### src/rtl/corr_pred_pkg.sv
package corr_pred_pkg;

  // Strobes sent from the control module to the counter table
  typedef struct packed {
    logic wrEn;   // a resolved branch updates the table this cycle
    logic incr;   // step the selected counter toward taken
    logic decr;   // step the selected counter toward not-taken
  } ctrStrobe_t;

endpackage

### src/rtl/corr_pred_ctrl.sv
module corr_pred_ctrl
  import corr_pred_pkg::*;
#(
  parameter int PC_WIDTH   = 32,
  parameter int ALIGN_BITS = 2,
  parameter int ENTRY_BITS = 4,
  parameter int HIST_BITS  = 2
) (
  input  logic                            clk,
  input  logic                            rstN,
  input  logic [PC_WIDTH-1:0]             predPc,
  input  logic                            updValid,
  input  logic [PC_WIDTH-1:0]             updPc,
  input  logic                            updTaken,
  output logic [ENTRY_BITS+HIST_BITS-1:0] predIdx,
  output logic [ENTRY_BITS+HIST_BITS-1:0] updIdx,
  output ctrStrobe_t                      strobe
);

  localparam int PC_LO = ALIGN_BITS;
  localparam int PC_HI = ALIGN_BITS + ENTRY_BITS - 1;

  logic [ENTRY_BITS-1:0] predEntry;
  logic [ENTRY_BITS-1:0] updEntry;
  logic                  unusedPcBits;

  assign predEntry    = predPc[PC_HI:PC_LO];
  assign updEntry     = updPc[PC_HI:PC_LO];
  // Address bits outside the index are deliberately ignored (no tag)
  assign unusedPcBits = ^{predPc, updPc};

  always_comb begin
    strobe.wrEn = updValid;
    strobe.incr = updValid & updTaken;
    strobe.decr = updValid & ~updTaken;
  end

  generate
    if (HIST_BITS > 0) begin : g_hist
      logic [HIST_BITS-1:0] globalHist;

      if (HIST_BITS == 1) begin : g_one
        always_ff @(posedge clk) begin
          if (!rstN)         globalHist <= '0;
          else if (updValid) globalHist <= updTaken;
        end
      end else begin : g_many
        always_ff @(posedge clk) begin
          if (!rstN)         globalHist <= '0;
          else if (updValid) globalHist <= {globalHist[HIST_BITS-2:0], updTaken};
        end

        // older outcomes move up by one position on each update
        assert_hist_shift_R5: assert property (@(posedge clk) disable iff (!rstN)
          updValid |=> globalHist[HIST_BITS-1:1] == $past(globalHist[HIST_BITS-2:0]));
      end

      assign predIdx = {predEntry, globalHist};
      assign updIdx  = {updEntry, globalHist};

      // newest outcome lands in bit 0
      assert_hist_newest_R5: assert property (@(posedge clk) disable iff (!rstN)
        updValid |=> globalHist[0] == $past(updTaken));

      // history holds when nothing resolves
      assert_hist_hold_R9: assert property (@(posedge clk) disable iff (!rstN)
        !updValid |=> $stable(globalHist));
    end else begin : g_nohist
      assign predIdx = predEntry;
      assign updIdx  = updEntry;
    end
  endgenerate

  // at most one counter direction is requested
  assert_strobe_onehot_R3: assert property (@(posedge clk) disable iff (!rstN)
    $onehot0({strobe.incr, strobe.decr}));

endmodule

### src/rtl/corr_pred_table.sv
module corr_pred_table
  import corr_pred_pkg::*;
#(
  parameter int IDX_W    = 6,
  parameter int CTR_BITS = 2
) (
  input  logic             clk,
  input  logic             rstN,
  input  logic [IDX_W-1:0] predIdx,
  input  logic [IDX_W-1:0] updIdx,
  input  ctrStrobe_t       strobe,
  output logic             predTaken
);

  localparam int                DEPTH    = 1 << IDX_W;
  localparam logic [CTR_BITS-1:0] CTR_MAX  = '1;
  localparam logic [CTR_BITS-1:0] CTR_MIN  = '0;
  localparam logic [CTR_BITS-1:0] CTR_INIT = CTR_BITS'((1 << (CTR_BITS - 1)) - 1);

  logic [CTR_BITS-1:0] ctrMem [DEPTH];

  generate
    for (genvar e = 0; e < DEPTH; e++) begin : g_ctr
      logic hit;
      assign hit = strobe.wrEn && (updIdx == IDX_W'(e));

      always_ff @(posedge clk) begin
        if (!rstN) begin
          ctrMem[e] <= CTR_INIT;
        end else if (hit) begin
          if (strobe.incr && ctrMem[e] != CTR_MAX)      ctrMem[e] <= ctrMem[e] + 1'b1;
          else if (strobe.decr && ctrMem[e] != CTR_MIN) ctrMem[e] <= ctrMem[e] - 1'b1;
        end
      end
    end
  endgenerate

  assign predTaken = ctrMem[predIdx][CTR_BITS-1];

  // a full counter stays full on a taken outcome
  assert_sat_high_R3: assert property (@(posedge clk) disable iff (!rstN)
    (strobe.incr && ctrMem[updIdx] == CTR_MAX) |=> ctrMem[$past(updIdx)] == CTR_MAX);

  // an empty counter stays empty on a not-taken outcome
  assert_sat_low_R3: assert property (@(posedge clk) disable iff (!rstN)
    (strobe.decr && ctrMem[updIdx] == CTR_MIN) |=> ctrMem[$past(updIdx)] == CTR_MIN);

  // below the top, a taken outcome moves the counter up by exactly one
  assert_step_up_R3: assert property (@(posedge clk) disable iff (!rstN)
    (strobe.incr && ctrMem[updIdx] != CTR_MAX)
      |=> ctrMem[$past(updIdx)] == CTR_BITS'($past(ctrMem[updIdx]) + 1'b1));

  // above the bottom, a not-taken outcome moves the counter down by exactly one
  assert_step_down_R3: assert property (@(posedge clk) disable iff (!rstN)
    (strobe.decr && ctrMem[updIdx] != CTR_MIN)
      |=> ctrMem[$past(updIdx)] == CTR_BITS'($past(ctrMem[updIdx]) - 1'b1));

endmodule

### src/rtl/corr_predictor.sv
module corr_predictor
  import corr_pred_pkg::*;
#(
  parameter int PC_WIDTH   = 32,
  parameter int ALIGN_BITS = 2,
  parameter int ENTRY_BITS = 4,
  parameter int HIST_BITS  = 2,
  parameter int CTR_BITS   = 2
) (
  input  logic                clk,
  input  logic                rstN,
  input  logic [PC_WIDTH-1:0] predPc,
  output logic                predTaken,
  input  logic                updValid,
  input  logic [PC_WIDTH-1:0] updPc,
  input  logic                updTaken
);

  localparam int IDX_W = ENTRY_BITS + HIST_BITS;

  logic [IDX_W-1:0] predIdx;
  logic [IDX_W-1:0] updIdx;
  ctrStrobe_t       strobe;

  corr_pred_ctrl #(
    .PC_WIDTH  (PC_WIDTH),
    .ALIGN_BITS(ALIGN_BITS),
    .ENTRY_BITS(ENTRY_BITS),
    .HIST_BITS (HIST_BITS)
  ) u_ctrl (
    .clk     (clk),
    .rstN    (rstN),
    .predPc  (predPc),
    .updValid(updValid),
    .updPc   (updPc),
    .updTaken(updTaken),
    .predIdx (predIdx),
    .updIdx  (updIdx),
    .strobe  (strobe)
  );

  corr_pred_table #(
    .IDX_W   (IDX_W),
    .CTR_BITS(CTR_BITS)
  ) u_table (
    .clk      (clk),
    .rstN     (rstN),
    .predIdx  (predIdx),
    .updIdx   (updIdx),
    .strobe   (strobe),
    .predTaken(predTaken)
  );

  // with no update and a held address, the answer is held
  assert_pred_hold_R9: assert property (@(posedge clk) disable iff (!rstN)
    !updValid |=> (!$stable(predPc) || $stable(predTaken)));

endmodule

### config.mk
export PLATFORM = sky130hd
export DESIGN_NAME = corr_predictor
export DESIGN_NICKNAME = d
export VERILOG_FILES = /design/src/rtl/corr_pred_pkg.sv /design/src/rtl/corr_pred_ctrl.sv /design/src/rtl/corr_pred_table.sv /design/src/rtl/corr_predictor.sv
export SDC_FILE = /design/constraint.sdc
export NUM_CORES = 1
export LEC_CHECK = 0
export BUFFER_PORTS_ARGS = -buffer_cell sky130_fd_sc_hd__buf_2
export CAP_MARGIN = 20
export CELL_PAD_IN_SITES_DETAIL_PLACEMENT = 0
export CELL_PAD_IN_SITES_GLOBAL_PLACEMENT = 1
export CORE_UTILIZATION = 30
export DETAILED_ROUTE_END_ITERATION = 7
export PLACE_DENSITY_LB_ADDON = 0.15
export SYNTH_ARGS = -nofsm -noshare
export SYNTH_HDL_FRONTEND = slang
export SYNTH_SLANG_ARGS = --single-unit
### constraint.sdc
create_clock -name clk -period 3.2 [get_ports clk]
set_input_delay 0.16 -clock clk [delete_from_list [all_inputs] [get_ports clk]]
set_output_delay 0.16 -clock clk [all_outputs]
set_load 0.01 [all_outputs]
Yosys cells after proc, flatten, opt, wreduce, memory -nomap -nowiden
Memories as Yosys holds them, arrays and structs flattened.
Cells that the tools add are included.

storage, ports and cells
  ROM bits = 0
  bits of input ports = 68
  flip-flop bits (word level) = 2
  latch bits = 0
  memories kept = 1
  output and inout port bits = 1
  logic and storage cells = 1350
  bits in writable memories = 128

operators by class
  div/mod/pow operators = 0
  add/sub/neg operators = 128
  muxes and demuxes = 705
  bitwise operators = 131
  shift operators = 0
  order comparisons = 0
  equal/unequal tests = 127
  reduce and logical (&&, ||, !) cells = 257
  multipliers = 0

memory list
  memory          depth  bits a word  read ports  clocked after memory_dff  wr ports  line                   source
  u_table.ctrMem  64     2            65          0                         64        corr_pred_table.sv:20  logic [CTR_BITS-1:0] ctrMem [DEPTH];

operator list
  cell                 count
  $mux 1               577
  $mux 2               128
  $eq 6x6->1 const B   32
  $logic_and 1x1->1    192
  $add 2x1->2 const B  64
  $ne 2x2->1 const B   64
  $or 1x1->1           128
  $reduce_bool 2->1    64
  $sub 2x1->2 const B  64
  $eq 6x5->1 const B   16
  $eq 6x4->1 const B   8
  $eq 6x3->1 const B   4
  $eq 6x2->1 const B   2
  $eq 6x1->1 const B   1
  $logic_not 6->1      1
  $and 1x1->1          2
  $not 1->1            1

Depth between registers and ports, before layout
Gate-level depths: netlist of run 1.

  depth in word-level cells = 9
  depth in mapped cells = 8

Modules after synthesis
Synthesis of run 1 repeated with hierarchy kept, for this count alone.

unflattened totals
  cells, all modules = 1143
  area, all modules = 10415.0 µm²

modules (own cells, without submodules)
  module           instances  sequential area each (µm²)  cells each  area each (µm²)
  corr_pred_table  1          3843.7                      1124        10247.3
  corr_pred_ctrl   1          40.0                        19          167.7

Least setup slack after synthesis of run 1
Ideal clock, no wire load.

  kind = register to register
  from = reg u_ctrl.g_hist.globalHist[1]
  to = mem u_table.ctrMem[32][0], enable pin
  setup slack = 1.436 ns
  buffers on the path = 2
  required time = 2.862 ns
  arrival time = 1.426 ns
  cell stages (with the launch flop) = 6
  setup time = 0.338 ns
  cell sequence = dfxtp_1 buf_6 buf_6 nor4_4 nand4_1 o31ai_1

RTL lines
  what                    line                   source
  from (decl)             corr_pred_ctrl.sv:40   logic [HIST_BITS-1:0] globalHist;
  from (signal assigned)  corr_pred_ctrl.sv:50   else if (updValid) globalHist <= {globalHist[HIST_BITS-2:0], updTaken};
  to (decl)               corr_pred_table.sv:20

Worst setup path after layout of run 1
  from = reg u_ctrl.g_hist.globalHist[1]
  to = out predTaken

between the ends
  cells in the longest elaborated chain, start to end = 1

ends and longest elaborated chain
  what          line                  source
  $mem_v2 64x2  n/a
  to (decl)     corr_predictor.sv:13  output logic predTaken,

No other way between the ends.

==> impl_results.md, run 1 <==
* Post-CTS Hold Buffers at 0
* Maximum vdd drop at 0.000372 V
* Critical Path AT at 2.75 ns
* Setup WS pre-CTS at 0.704 ns
* Hold slack at 0.183 ns
* Avg Cell Area, Syn at 8.81 µm²
* Die Footprint at 0.0338 mm²
* Num CTS Buffers at 17
* Ys Warns at 0
* CP max stage delay at 0.76 ns
* Post-CTS sizing at 0
* GR Layer Usage met3 at 2.28%
* TritonCTS clock tree: yes
* Worst Setup SP: u_ctrl.g_hist.globalHist[1]
* Largest net degree at the start of global routing at 49
* CP Capture Type: output pin
* Initial Utilization at 30.5%
* DRT iter0 DRCs at 400
* Count of input and output buffers at 12
* Clk slew on worst S/H paths at 0.05 ns
* Mapped cell area at 0.00991 mm²
* Row cnt at between 60 and 70
* Die H at 184 µm
* Clock Latency Late Sink at 0.42 ns
* Fmax at 344 MHz
* Post-place instance area at 0.0104 mm²
* Std-Cell Core Area at 0.0325 mm²
* Root buf cell: clkbuf_16
* GRT Max-Usage Layer: met2
* Slew Viols, Final at 0
* Met1 Use GR at 22.9%
* Period utilization at 90.8%
* Routed WL per cell at 17.8 µm
* Clk sinks at 130
* Post-DP HPWL at 19100 µm
* Die W at 184 µm
* Area Growth Syn to Fin at 10.7%
* Ys async rst share at 0%
* Gr usage total at 17.3%
* Post-route ant nets at 0
* Layout cells sized above 1 at 7.60%
* RSZ-0062 raised after global routing: no
* Status: completed
* Actual slew at the worst max-slew pin at 0.708 ns
* Drc violations at 0
* PD cells at 380 mW/mm²
* Initial antenna violation count at 0
* # fillers at 3431
* Sum Neg Setup Slack at 0 ns
* Via count at 7882
* Slowest CP cell: dfxtp_2
* Number of H-tree levels at 4
* Vias in the first global route at 7723
* Io pins at 69
* Global-route wire length before repair at 44000 µm
* Initial DRT Pass Iterations at 5
* Postcts setup bufs at 0
* Worst Hold Class: in2reg
* Critical Path Start Type: flip-flop
* Worst-path maximum fanout at 23
* Tmin final at 2.91 ns
* WP data required at 3.04 ns
* Met2 usage at 30.0%
* GRT overflow at 0
* Max cap viols at 0
* Crit Path Class: reg2out
* Setup-failing EPs final at 0
* Leakage at 4.56 nW
* Diode count at 0
* Reg-to-reg startpoint: u_ctrl.g_hist.globalHist[0]
* Most used DFF post-synth: edfxtp_1
* Setup Skew at 0.0108 ns
* Post-Synthesis Cells at 1125
* Final hold vios at 0
* Seq/Total Area, Yosys at 39.2%
* Vias per cell at 5.01
* Final WL at 27900 µm
* Final GP Congestion at about 0.75
* FF+latch count, synth at 130
* Number of nets in the layout at 1316
* Final instance area at ~0.011 mm²
* Setup slack after layout at 0.294 ns
* Rel. slew slack at 52.5%
* Syn_nets at 1319
* Post-synth EDFFs at between 100 and 150
* Clk buf depth at 2
* CP Cell Sequence: buf_4 > mux4_1 > mux2_2 > a21oi_1 > o211ai_1 > buf_2
* Post-synthesis cell type count at between 40 and 50
* Hold Path Origin: updValid
-- power by group --
| part | switching [W] | internal, W | leakage, nW |
|---|---|---|---|
| clock | 0.000734 | 0.00112 | 0.262 |
| combinational | 0.000245 | 0.000130 | 3.18 |
| sequential | 0.0000443 | 0.00190 | 1.12 |
| total | 0.00102 | 0.00315 | 4.56 |
-- kinds of logic (layout without fill, tap and decap cells) --
| family | count (synthesis) | in the layout | synth area share [%] |
|---|---|---|---|
| adder cells (fa/ha/maj) | 126 | 126 | 15.9 |
| XOR/XNOR | 1 | 1 | 0.0884 |
| multiplexers | 23 | 23 | 4.30 |
| buffers and inverters | 186 | 193 | 7.91 |
| flip-flops | 130 | 130 | 39.2 |
| AO/OA/AOI/OAI | 200 | 200 | 12.0 |
| AND/OR/NAND/NOR | 459 | 459 | 20.6 |
-- critical path, delay by kind of cell, from the launching register on --
family / cells / cell delay, ns
multiplexers: 2 / 0.82
flip-flops: 1 / 0.76
buffers and inverters: 2 / 0.45
AO/OA/AOI/OAI: 2 / 0.29
-- routing by layer --
metal	vias to the layer above	wire length, µm
li1	4002	-
met1	3777	13500
met2	88	13500
met3	15	721
met4	0	247
met5	-	0
-- state kept, by name, summed over array words and instances, names as in the netlist --
| name | count |
|---|---|
| u_table.ctrMem | 128 |
| u_ctrl.g_hist.globalHist | 2 |
-- cell type report --
| type | count | area, µm² | area share (%) |
|---|---|---|---|
| tap | 442 | 553 | 5.04 |
| multi-input combinational | 809 | 5250 | 47.9 |
| clock buffer | 19 | 433 | 3.95 |
| clock inverter | 10 | 95.1 | 0.867 |
| sequential | 130 | 3890 | 35.4 |
| timing repair buffer | 34 | 263 | 2.40 |
| inverter | 130 | 488 | 4.45 |
-- metrics by stage --
step                      utilization [%]  power [W]  std cells
final                                33.7    0.00417       1574
after global routing                 33.7    0.00433       1574
after CTS                            33.7    0.00422       1574
after detailed placement             32.1    0.00236       1545
after global placement               32.1    0.00236       1545
after floorplan                         -    0.00223       1125
-- placed cells by master (no fill, tap or decap), drive strengths merged, types with 34 or more instances in the layout --
master	count
a21oi	65
buf	34
edfxtp	128
ha	126
inv	130
nand2	146
nand3	76
nor2	140
nor3	72
o22ai	127
-- cells in the mapped netlist (6+ instances only) --
cell      instances  area (µm²)
clkbuf_1         24        90.1
nor3_1           67         335
buf_2            21         105
nand2_1         145         544
ha_1            126        1580
nor2_1          137         514
nand4_1           6        37.5
a21oi_1          65         325
mux4_2            9         203
edfxtp_1        128        3840
o22ai_1         127         795
inv_1           130         488
nand3_1          75         375
mux2i_1           7        70.1
-- worst paths after layout --
| path | cells after the start | endpoint | slack, ns |
|---|---|---|---|
| max | 6 | predTaken | 0.29 |
| min | 3 | u_ctrl.g_hist.globalHist[1] | 0.18 |
| max reg2reg | 4 | u_table.ctrMem[32][0] | 0.84 |
| min reg2reg | 1 | u_table.ctrMem[58][0] | 0.60 |
Note: power is estimated with default switching activity, not from simulation.
==> run 2, diff against run 1 <==
RECOVER_POWER = 50   (was unset)
==> impl_results.md, run 2 (synthesis results as in run 1) <==
* Status: completed (unchanged)
* Worst reg2reg path endpoint: u_table.ctrMem[27][1] (was u_table.ctrMem[32][0])
* Reg-to-reg slack, setup at 0.84 ns (about the same)
* Most frequent cells in the layout: nand2_1, nor2_1, inv_1, edfxtp_1, o22ai_1 (unchanged)
* Clk buf depth at 2 (unchanged)
* # fillers at 3442 (was 3431)
* PD cells at 382 mW/mm² (was 380 mW/mm²)
* Slowest CP cell: dfxtp_2 (unchanged)
* Fmax at 347 MHz (was 344 MHz)
* Setup Skew at 0.00945 ns (was 0.0108 ns)
* Power, Total at 0.00417 W (about the same)
* Commonest non-fill, non-tap cell in the layout: nand2_1 (unchanged)
* Number of nets in the layout at 1316 (unchanged)
* Global-route wire length before repair at 44000 µm (unchanged)
* Initial Utilization at 30.5% (unchanged)
* Critical Path AT at 2.72 ns (was 2.75 ns)
* Final GP Congestion at 0.754 (unchanged)
* Std-Cell Core Area at 0.0325 mm² (unchanged)
* Largest register FFs at 128 (unchanged)
* Leakage at 4.52 nW (was 4.56 nW)
* Largest reg by FF count: u_table.ctrMem (unchanged)
* Critical Path Start Type: flip-flop (unchanged)
* CP Cell Sequence: buf_4 > mux4_1 > mux2_2 > a21oi_1 > o211ai_1 > buf_2 (unchanged)
* DRT iter0 DRCs at 401 (was 400)
* Sum Neg Setup Slack at 0 ns (unchanged)
* Maximum vdd drop at 0.000370 V (was 0.000372 V)
* Initial antenna violation count at 0 (unchanged)
* Diode count at 0 (unchanged)
* Final WL at 28000 µm (was 27900 µm)
* Post-route ant nets at 0 (unchanged)
* Row cnt at 66 (unchanged)
* RSZ-0062 raised after global routing: no (unchanged)
* Layout cells sized above 1 at 6.63% (was 7.60%)
* Reg-to-reg startpoint: u_ctrl.g_hist.globalHist[0] (unchanged)
* Rel. slew slack at 19.6% (was 52.5%)
* Num CTS Buffers at 17 (unchanged)
* Cells on worst reg2reg path at 4 (unchanged)
* Root buf cell: clkbuf_16 (unchanged)
* GRT overflow at 0 (unchanged)
* Delay-heaviest family, CP: multiplexers (unchanged)
* Via count at 7933 (was 7882)
* Max cap viols at 0 (unchanged)
* Drc violations at 0 (unchanged)
* Biggest regs: u_table.ctrMem (128), u_ctrl.g_hist.globalHist (2) (unchanged)
* Io pins at 69 (unchanged)
* Worst hold endpoint: u_ctrl.g_hist.globalHist[1] (unchanged)
* Final hold vios at 0 (unchanged)
* WP data required at 3.04 ns (about the same)
* CP max stage delay at 0.73 ns (was 0.76 ns)
* Die H at 184 µm (unchanged)
* Final core utilization at 33.5% (was 33.7%)
* Routed WL per cell at 17.8 µm (about the same)
* CP Capture Type: output pin (unchanged)
* Tmin final at 2.88 ns (was 2.91 ns)
* Period utilization at 90.0% (was 90.8%)
* Initial DRT Pass Iterations at 4 (was 5)
* Largest net degree at the start of global routing at 49 (unchanged)
* TritonCTS clock tree: yes (unchanged)
* Post-CTS Hold Buffers at 0 (unchanged)
* Clk slew on worst S/H paths at 0.06 ns (was 0.05 ns)
* Vias in the first global route at 7723 (unchanged)
* Clock Latency Late Sink at 0.42 ns (about the same)
* Die Footprint at 0.0338 mm² (unchanged)
* Setup-failing EPs final at 0 (unchanged)
* Worst Hold Class: in2reg (unchanged)
* Vias per cell at 5.04 (was 5.01)
* Post-CTS sizing at 0 (unchanged)
* Crit Path Class: reg2out (unchanged)
* Area Growth Syn to Fin at 9.97% (was 10.7%)
* Post-DP HPWL at 19100 µm (unchanged)
* Gr usage total at 17.3% (unchanged)
* Count of input and output buffers at 12 (unchanged)
* Slew Viols, Final at 0 (unchanged)
* Buf+Inv Stages, Crit Path at 2 (unchanged)
* Die W at 184 µm (unchanged)
* Postcts setup bufs at 0 (unchanged)
* Hold Path Depth at 3 (unchanged)
* Hold Path Origin: updValid (unchanged)
* Actual slew at the worst max-slew pin at 1.20 ns (was 0.708 ns)
* Number of H-tree levels at 4 (unchanged)
* Worst-path maximum fanout at 23 (unchanged)
* Clk sinks at 130 (unchanged)
==> run 2: layout make-up <==
cell class	count	area, µm²	share of cell area [%]
clock buffer	19	433	3.97
clock inverter	10	95.1	0.872
inverter	130	488	4.48
multi-input combinational	809	5230	48.0
sequential	130	3890	35.7
tap	442	553	5.07
timing repair buffer	34	214	1.96
==> run 2: worst max path at each step <==
| stage | slack [ns] | from | endpoint | cells after the start |
|---|---|---|---|---|
| detailed placement | 0.70 | u_ctrl.g_hist.globalHist[1] | predTaken | 6 |
| floorplan | 1.44 | u_ctrl.g_hist.globalHist[1] | u_table.ctrMem[32][0] | 5 |
| finish | 0.32 | u_ctrl.g_hist.globalHist[1] | predTaken | 6 |
| global route | 0.13 | u_ctrl.g_hist.globalHist[1] | predTaken | 6 |
| global placement | 0.73 | u_ctrl.g_hist.globalHist[1] | predTaken | 6 |
| CTS | 0.24 | u_ctrl.g_hist.globalHist[1] | predTaken | 6 |
==> run 2: metrics by stage <==
step	area [µm²]	setup slack (ns)	cells	hold WS, ns
after floorplan	9910	1.44	1125	0.307
after global placement	10400	0.730	1545	0.587
after detailed placement	10400	0.704	1545	0.592
after CTS	11000	0.244	1574	0.166
after global routing	10900	0.135	1574	0.184
final	10900	0.320	1574	0.182
==> run 2: metal layers <==
layer	routed length (µm)	vias up	part of all wire [%]	GRT usage (%)
li1	-	3995	-	-
met1	13600	3804	48	22.9
met2	13500	118	48	30.0
met3	712	16	2.5	2.28
met4	240	0	0.86	3.50
met5	0	-	0	0
==> run 2: worst min-delay path: cells and delay by family <==
kind / cells / cell delay [ns]
simple gates: 1 / 0.08
buf+inv: 1 / 0.18
mux: 1 / 0.14
==> run 2: where the power goes <==
group          leakage (nW)  switching (W)  total (W)  internal (W)
Combinational          3.14       0.000244   0.000372      0.000127
Clock                 0.262       0.000734    0.00185       0.00112
Sequential             1.12      0.0000437    0.00194       0.00190
Total                  4.52        0.00102    0.00417       0.00314
==> run 3, diff against run 2 <==
CAP_MARGIN = unset   (was 20)
CORE_UTILIZATION = 40   (was 30)
SYNTH_HIERARCHICAL = 1   (was unset)
==> impl_results.md, run 3 <==
* Postcts setup bufs at 0 (unchanged)
* Gr usage total at 22.4% (was 17.3%)
* Ranking of synthesized cells by area: edfxtp_1, ha_1, mux2i_1, nor3_1, inv_1 (was edfxtp_1, ha_1, o22ai_1, nand2_1, nor2_1)
* Avg Cell Area, Syn at 9.11 µm² (was 8.81 µm²)
* Buf+Inv Stages, Crit Path at 2 (unchanged)
* Ys async rst share at 0% (unchanged)
* Clk buf depth at 2 (unchanged)
* Max cap viols at 0 (unchanged)
* Area Growth Syn to Fin at 10.4% (was 9.97%)
* Post-Synthesis Cells at 1143 (was 1125)
* Largest register FFs at 128 (unchanged)
* Most used DFF post-synth: edfxtp_1 (unchanged)
* Tmin final at 2.91 ns (was 2.88 ns)
* WP data required at 3.04 ns (about the same)
* Most frequent cells in the layout: nor2_1, inv_1, nor3_1, edfxtp_1, ha_1 (was nand2_1, nor2_1, inv_1, edfxtp_1, o22ai_1)
* Number of nets in the layout at 1338 (was 1316)
* Post-synthesis cell type count at 42 (was 44)
* Final WL at 28600 µm (was 28000 µm)
* Post-synth EDFFs at 128 (unchanged)
* Cells on worst reg2reg path at 3 (was 4)
* Vias in the first global route at 8166 (was 7723)
* Power, Total at 0.00452 W (was 0.00417 W)
* FF+latch count, synth at 130 (unchanged)
* Largest net degree at the start of global routing at 73 (was 49)
* Leakage at 4.67 nW (was 4.52 nW)
* Row cnt at 58 (was 66)
* Sum Neg Setup Slack at 0 ns (unchanged)
* Hold Path Depth at 2 (was 3)
* CP max stage delay at 0.74 ns (was 0.73 ns)
* Status: completed (unchanged)
* GRT overflow at 0 (unchanged)
* Hold Path Origin: rstN (was updValid)
* Die Footprint at 0.0267 mm² (was 0.0338 mm²)
* Crit Path Class: reg2out (unchanged)
* Worst reg2reg path endpoint: u_table/ctrMem[29][1] (was u_table.ctrMem[27][1])
* Worst hold endpoint: u_ctrl/g_hist.globalHist[1] (was u_ctrl.g_hist.globalHist[1])
* Critical Path AT at 2.75 ns (was 2.72 ns)
* Slowest CP cell: dfxtp_1 (was dfxtp_2)
* Ys Warns at 6 (was 0)
* Initial antenna violation count at 0 (unchanged)
* Clk sinks at 130 (unchanged)
* Post-route ant nets at 0 (unchanged)
* Die H at 163 µm (was 184 µm)
* Via count at 8282 (was 7933)
* Final GP Congestion at 0.834 (was 0.754)
* Num CTS Buffers at 17 (unchanged)
* Post-DP HPWL at 20300 µm (was 19100 µm)
* Actual slew at the worst max-slew pin at 1.37 ns (was 1.20 ns)
* Hold slack at 0.190 ns (was 0.182 ns)
* Clock Latency Late Sink at 0.43 ns (was 0.42 ns)
* Reg-to-reg startpoint: u_ctrl/g_hist.globalHist[0] (was u_ctrl.g_hist.globalHist[0])
* CP Cell Sequence: buf_4 > mux4_2 > a32o_1 > nor4_1 > a211oi_2 > buf_2 (was buf_4 > mux4_1 > mux2_2 > a21oi_1 > o211ai_1 > buf_2)
* Drc violations at 0 (unchanged)
* Delay-heaviest family, CP: flip-flops (was multiplexers)
* Count of input and output buffers at 12 (unchanged)
* Number of H-tree levels at 4 (unchanged)
* Final non-filler cell total at 1487 (was 1574)
* Post-CTS sizing at 0 (unchanged)
* Reg-to-reg slack, setup at 0.73 ns (was 0.84 ns)
* DRT iter0 DRCs at 541 (was 401)
* CP Capture Type: output pin (unchanged)
* Clk slew on worst S/H paths at 0.05 ns (was 0.06 ns)
* Initial Utilization at 41.1% (was 30.5%)
* Diode count at 0 (unchanged)
* # fillers at 2432 (was 3442)
* Slew Viols, Final at 0 (unchanged)
* Fmax at 344 MHz (was 347 MHz)
* Maximum vdd drop at 0.000276 V (was 0.000370 V)
* Period utilization at 91.0% (was 90.0%)
* Seq/Total Area, Yosys at 37.3% (was 39.2%)
* Worst-path maximum fanout at 18 (was 23)
* Routed WL per cell at 19.2 µm (was 17.8 µm)
* Commonest non-fill, non-tap cell in the layout: nor2_1 (was nand2_1)
* Std-Cell Core Area at 0.0253 mm² (was 0.0325 mm²)
* Setup Skew at 0.0128 ns (was 0.00945 ns)
* Placed Instances at 1455 (was 1545)
* Yosys top cell area share at 36.9% (was 38.8%)
* Final core utilization at 45.4% (was 33.5%)
* Critical Path Start Type: flip-flop (unchanged)
* Io pins at 69 (unchanged)
* Global-route wire length before repair at 44900 µm (was 44000 µm)
* Biggest regs: u_table/ctrMem (128), u_ctrl/g_hist.globalHist (2) (was u_table.ctrMem (128), u_ctrl.g_hist.globalHist (2))
* Layout cells sized above 1 at 7.87% (was 6.63%)
* Mapped cell area at 0.0104 mm² (was 0.00991 mm²)
* Rel. slew slack at 8.84% (was 19.6%)
* Syn_nets at 1337 (was 1319)
* Post-CTS Hold Buffers at 0 (unchanged)
* Largest reg by FF count: u_table/ctrMem (was u_table.ctrMem)
* Vias per cell at 5.57 (was 5.04)
* Final hold vios at 0 (unchanged)
* Die W at 163 µm (was 184 µm)
* Synth cell count leaders: inv_1, nor2_1, nor3_1 (was nand2_1, nor2_1, inv_1)
* RSZ-0062 raised after global routing: no (unchanged)
* Area leader, netlist: edfxtp_1 (unchanged)
* Root buf cell: clkbuf_16 (unchanged)
* Worst Hold Class: in2reg (unchanged)
* TritonCTS clock tree: yes (unchanged)
* Setup-failing EPs final at 0 (unchanged)
* PD cells at 393 mW/mm² (was 382 mW/mm²)
* Initial DRT Pass Iterations at 5 (was 4)
==> run 3: cell types whose count changed in the layout (fill, tap and decap cells not counted), moves of 16 or more <==
cell / previous run / this run
o22ai_1: 127 / 0
nand2_1: 145 / 21
o21ai_0: 0 / 96
nor3_1: 69 / 135
o211ai_1: 1 / 65
mux2i_1: 7 / 70
nand3_1: 75 / 12
nor2b_1: 3 / 53
a21oi_1: 65 / 19
buf_4: 14 / 30
==> run 3: worst max-delay path by stage <==
| stage | startpoint | to | slack [ns] | cells past startpoint |
|---|---|---|---|---|
| 2_1_floorplan | u_ctrl/g_hist.globalHist[0] | predTaken | 1.30 | 6 |
| 3_3_place_gp | u_ctrl/g_hist.globalHist[1] | predTaken | 0.71 | 6 |
| 3_5_place_dp | u_ctrl/g_hist.globalHist[1] | predTaken | 0.69 | 6 |
| 4_1_cts | u_ctrl/g_hist.globalHist[1] | predTaken | 0.25 | 6 |
| 5_1_grt | updValid | u_table/ctrMem[35][1] | 0.13 | 8 |
| 6_report | u_ctrl/g_hist.globalHist[1] | predTaken | 0.29 | 6 |
==> run 3: cell families after synthesis <==
family,synth area share (%)
and+or+nand+nor,17.7
AOI/OAI and AO/OA,12.2
buffers and inverters,8.09
muxes,9.61
DFF,37.3
adders and majority gates,15.1
==> run 3: where the power goes <==
part	switching [W]	internal [W]	total, W
clock network	0.000767	0.00138	0.00215
registers	0.0000373	0.00190	0.00193
logic	0.000286	0.000148	0.000434
total	0.00109	0.00343	0.00452
==> run 3: cell type report <==
type	count	area, µm²	area share, %
Clock buffer	19	433	3.77
Clock inverter	13	210	1.83
Inverter	147	552	4.80
Multi-Input combinational cell	804	5690	49.5
Sequential cell	130	3880	33.8
Tap cell	330	413	3.59
Timing Repair Buffer	44	309	2.69
==> run 3: worst register-to-register path, cell delays in order (launching register included) <==
cell and delay [ns]:
dfxtp_2 0.64, nor2b_1 0.64, nand3_1 0.39, o31ai_1 0.47
==> run 3: stage by stage <==
stage	instance area (µm²)	worst slack [ns]
3_5_place_dp	10900	0.690
5_1_grt	11500	0.126
4_1_cts	11500	0.253
2_1_floorplan	10400	1.30
3_3_place_gp	10900	0.706
6_report	11500	0.289
==> run 3: layer usage <==
metal	global-route usage, %	vias up	routed length, µm
met5	0	-	0
met3	4.04	31	1170
li1	-	4052	-
met2	37.8	183	13700
met4	7.60	0	545
met1	28.6	4016	13200
